File: config.mk
export PLATFORM = sky130hd
export DESIGN_NAME = priv_trap
export DESIGN_NICKNAME = d
export VERILOG_FILES = /design/src/rtl/priv_trap.sv
export SDC_FILE = /design/constraint.sdc
export NUM_CORES = 1
export LEC_CHECK = 0
export BUFFER_PORTS_ARGS = -buffer_cell sky130_fd_sc_hd__buf_2
export CAP_MARGIN = 0
export CORE_AREA = 5 5 42 44
export DETAILED_ROUTE_END_ITERATION = 10
export DIE_AREA = 0 0 47 49
export GPL_TIMING_DRIVEN = 0
export PLACE_DENSITY = 0.56
export SLEW_MARGIN = 15
export SYNTH_ARGS = -nofsm -noshare
export SYNTH_HDL_FRONTEND = slang
export SYNTH_SLANG_ARGS = --single-unit
File: constraint.sdc
create_clock -name clk -period 1.36 [get_ports clk]
set_clock_uncertainty 0.05 [all_clocks]
set_input_delay 0.136 -clock clk [delete_from_list [all_inputs] [get_ports clk]]
set_output_delay 0.136 -clock clk [all_outputs]
set_load 0.01 [all_outputs]
File: src/rtl/priv_trap.sv
module priv_trap #(
  parameter int DW       = 8,
  parameter int NMI_HOLD = 2,
  parameter logic [DW-1:0] NOP_OP = 8'hEA
) (
  input  logic          clk,
  input  logic          rst_n,
  input  logic [DW-1:0] mem_data,
  input  logic          op_fetch,
  input  logic          vec_pull_n,
  input  logic          ctl_we,
  input  logic [DW-1:0] ctl_wdata,
  output logic [DW-1:0] cpu_data,
  output logic          nmi_req,
  output logic          user_mode
);
  localparam int CW = $clog2(NMI_HOLD + 1);
  localparam logic [CW-1:0] HOLD = CW'(NMI_HOLD);

  logic          mode_q, nmi_en_q;
  logic [CW-1:0] hold_q;
  logic          banned, trap;

  always_comb begin
    unique case (mem_data)
      8'h78, 8'hDB, 8'hCB, 8'hFB: banned = 1'b1;
      default:                    banned = 1'b0;
    endcase
  end

  assign trap      = mode_q && op_fetch && banned;
  assign cpu_data  = trap ? NOP_OP : mem_data;
  assign nmi_req   = hold_q != '0;
  assign user_mode = mode_q;

  always_ff @(posedge clk) begin
    if (!rst_n) begin
      mode_q   <= 1'b0;
      nmi_en_q <= 1'b0;
    end else if (!vec_pull_n) begin
      mode_q   <= 1'b0;
    end else if (ctl_we && !mode_q) begin
      mode_q   <= ctl_wdata[0];
      nmi_en_q <= ctl_wdata[5];
    end
  end

  always_ff @(posedge clk) begin
    if (!rst_n)                hold_q <= '0;
    else if (trap && nmi_en_q) hold_q <= HOLD;
    else if (hold_q != '0)     hold_q <= hold_q - 1'b1;
  end
endmodule

==> qor.csv <==
stage;metric;value;unit
synth;Async SR Flop Fraction;0;
synth;Avg Cell Area, Syn;8.11;um^2
pwr;Leakage Power;0.000222;uW
synth;syn_nets;52;
critical_path;reg2reg setup slack;190;ps
drt;per-cell routed wire length;9.62;um
timing;WHS;74.7;ps
timing;Slew headroom;0.785;
layout;FILL cells;163;
synth;post-synthesis cell area;251;um^2
status;failing checks;setup timing;
hold_path;Hold Path Sink;user_mode;
timing;sum of negative setup slack;-106;ps
pwr;pwr dens;778;nW/um^2
synth;sequential element share of the synthesized area;0.318;
placement;placed insts;71;
die;I/O Pins;31;
critical_path;FF-to-FF Start;user_mode;
hold_path;Worst Hold Launch;ctl_wdata[0];
critical_path;R2R Path End;hold_q[0];
layout;Area Overhead vs Synth;75.6;%
clocking;later-pin clock latency in the skew report;240;ps
layout;share of cells above drive strength 1;0.567;
synth;Synth area leaders;dfxtp_1, nand2b_1, nor4b_2, o2111ai_2, and2_1;
pwr;Power Total;344;uW
timing;Final Setup Violations;2;
clocking;Root Driver;clkbuf_4;
critical_path;Worst Path Max Fanout;6;
synth;#FFs+latches synth;4;
die;FP Rows;14;
synth;main flop type after synthesis;dfxtp_1;
die;Initial Utilization;0.179;
timing;Period minus WS final;1420;ps
status;status;complete, but fails checks;
timing;unrepaired setup endpoints after global routing;true;
timing;period utilization;1.04;
critical_path;Worst Path Arrival;1230;ps
timing;Final WS setup;-55.6;ps
synth;synth warn;0;
drt;via count;319;
layout;Finished Layout Cells;76;
grt;largest net degree at the start of global routing;7;
synth;Post-synth EDFFs;0;
timing;Slew @ Worst Pin;321;ps
hold_path;Min-Delay Path Class;input port to flop;
grt;initial antenna violation count;0;
layout;NumNets Final;83;
clocking;Sink Count;4;
timing;achievable clock frequency;706;MHz
hold_path;hold path cells;3;
critical_path;critical path data required time;1170;ps
synth;cells after synthesis;31;
grt;GRT Overall Usage;0.0698;
critical_path;crit start category;flop;
grt;vias in the first global route;282;
grt;GRT overflow;0;
placement;port bufs;24;
placement;GP Congestion;0.627;
drt;drt first pass iters;2;
critical_path;Setup crit start;user_mode;
timing;Final Hold Viols;0;
synth;Synth top area share;0.318;
clocking;H-tree Lvls;1;
drt;DR iter-0 viols;2;
clocking;Longest Clk Path Bufs;2;
clocking;cts hold-fix bufs;0;
drt;DR vias/cell;4.20;
timing;fin. max-slew vios;0;
pwr;VDD IR-drop max;0.457;mV
synth;Yosys cell types;19;
die;die height;49;um
synth;Synth area leader;dfxtp_1;
run;max cap viols;0;
die;total die area;2300;um^2
die;Die Span X;47;um
clocking;Reg clk slew, reported paths;40;ps
critical_path;critical setup path kind;flop to output port;
drt;WL final;731;um
drt;Post-DRT Antenna Nets;0;
critical_path;R2R depth;4;
die;core area;1400;um^2
layout;Ant. Diodes;0;
clocking;CTS tree;done;
drt;DRC;0;
clocking;cts bufs inserted;3;
grt;first-pass GRT wire length;1.11;mm
critical_path;Crit. End Element;output port;
-- per-stage QoR --
stage | area [um^2] | worst slack [ps] | util
3_3_place_gp | 392 | 29.0 | 0.279
3_5_place_dp | 392 | 31.9 | 0.279
6_report | 442 | -55.6 | 0.315
2_1_floorplan | 251 | 195 | -
5_1_grt | 442 | -121 | 0.315
4_1_cts | 442 | -85.4 | 0.315
-- sequential cells by signal, summed over array words and instances (netlist names) --
signal,flops
hold_q,2
nmi_en_q,1
user_mode,1
-- how the worst max path moves through the flow --
stage / endpoint / slack [ps]
after floorplan: cpu_data[0] / 190
after global placement: cpu_data[4] / 30
after detailed placement: cpu_data[4] / 30
after CTS: cpu_data[4] / -90
after global routing: cpu_data[4] / -120
final: cpu_data[4] / -60
-- logic make-up (layout without fill, tap and decap cells) --
kind of cell           Yosys count  in the layout  share of synthesized area
and+or+nand+nor                 18             18                      0.453
muxes                            1              1                     0.0398
buffers and inverters            4             33                     0.0597
DFF                              4              4                      0.318
AOI/OAI and AO/OA                4              4                      0.129
-- worst max-delay path: stages, from the launching register on --
cell	delay, ps
dfxtp_2	320
and4b_1	230
o2111ai_4	140
and2_1	170
buf_2	130
-- final cells by class --
type / instances / area, um^2 / share of cell area
multi-input combinational: 23 / 168 / 0.380
clock buffer: 3 / 22.5 / 0.0510
sequential: 4 / 81.3 / 0.184
inverter: 1 / 3.75 / 0.00850
buffer: 3 / 11.3 / 0.0255
timing repair buffer: 26 / 135 / 0.306
tap: 16 / 20.0 / 0.0453
-- layer usage --
metal | part of all wire | track usage | vias up
met3 | 0.19 | 0.0701 | 0
met2 | 0.45 | 0.106 | 20
met1 | 0.37 | 0.0727 | 136
met5 | 0 | 0 | -
met4 | 0 | 0 | 0
li1 | - | - | 163
-- where the power goes --
group / internal [uW] / switching [uW]
Combinational: 37.5 / 33.1
Clock: 98.9 / 52.0
Sequential: 121 / 1.50
-- synth_stat cells, types with 2 or more instances --
cell type,count
and2_1,2
dfxtp_1,4
nor2_1,2
clkbuf_1,3
nand2b_1,4
nand2_1,3
-- layout by cell type, fill, tap and decap left out, types with 2 or more instances in the layout --
master	instances
buf_4	2
nand2b_1	4
clkbuf_1	3
buf_2	24
and2_1	2
nor2_1	2
dfxtp_1	3
clkbuf_4	3
nand2_1	3
-- repair_timing --
| item | 4_1_cts | 5_1_grt |
|---|---|---|
| endpoints found under the setup margin | 5 | 5 |
| gates cloned | 0 | 0 |
| gates resized for setup | 2 | 0 |
| pin swaps | 3 | 0 |
| buffers inserted | 2 | 0 |
Power figures use the tool's default switching activity.
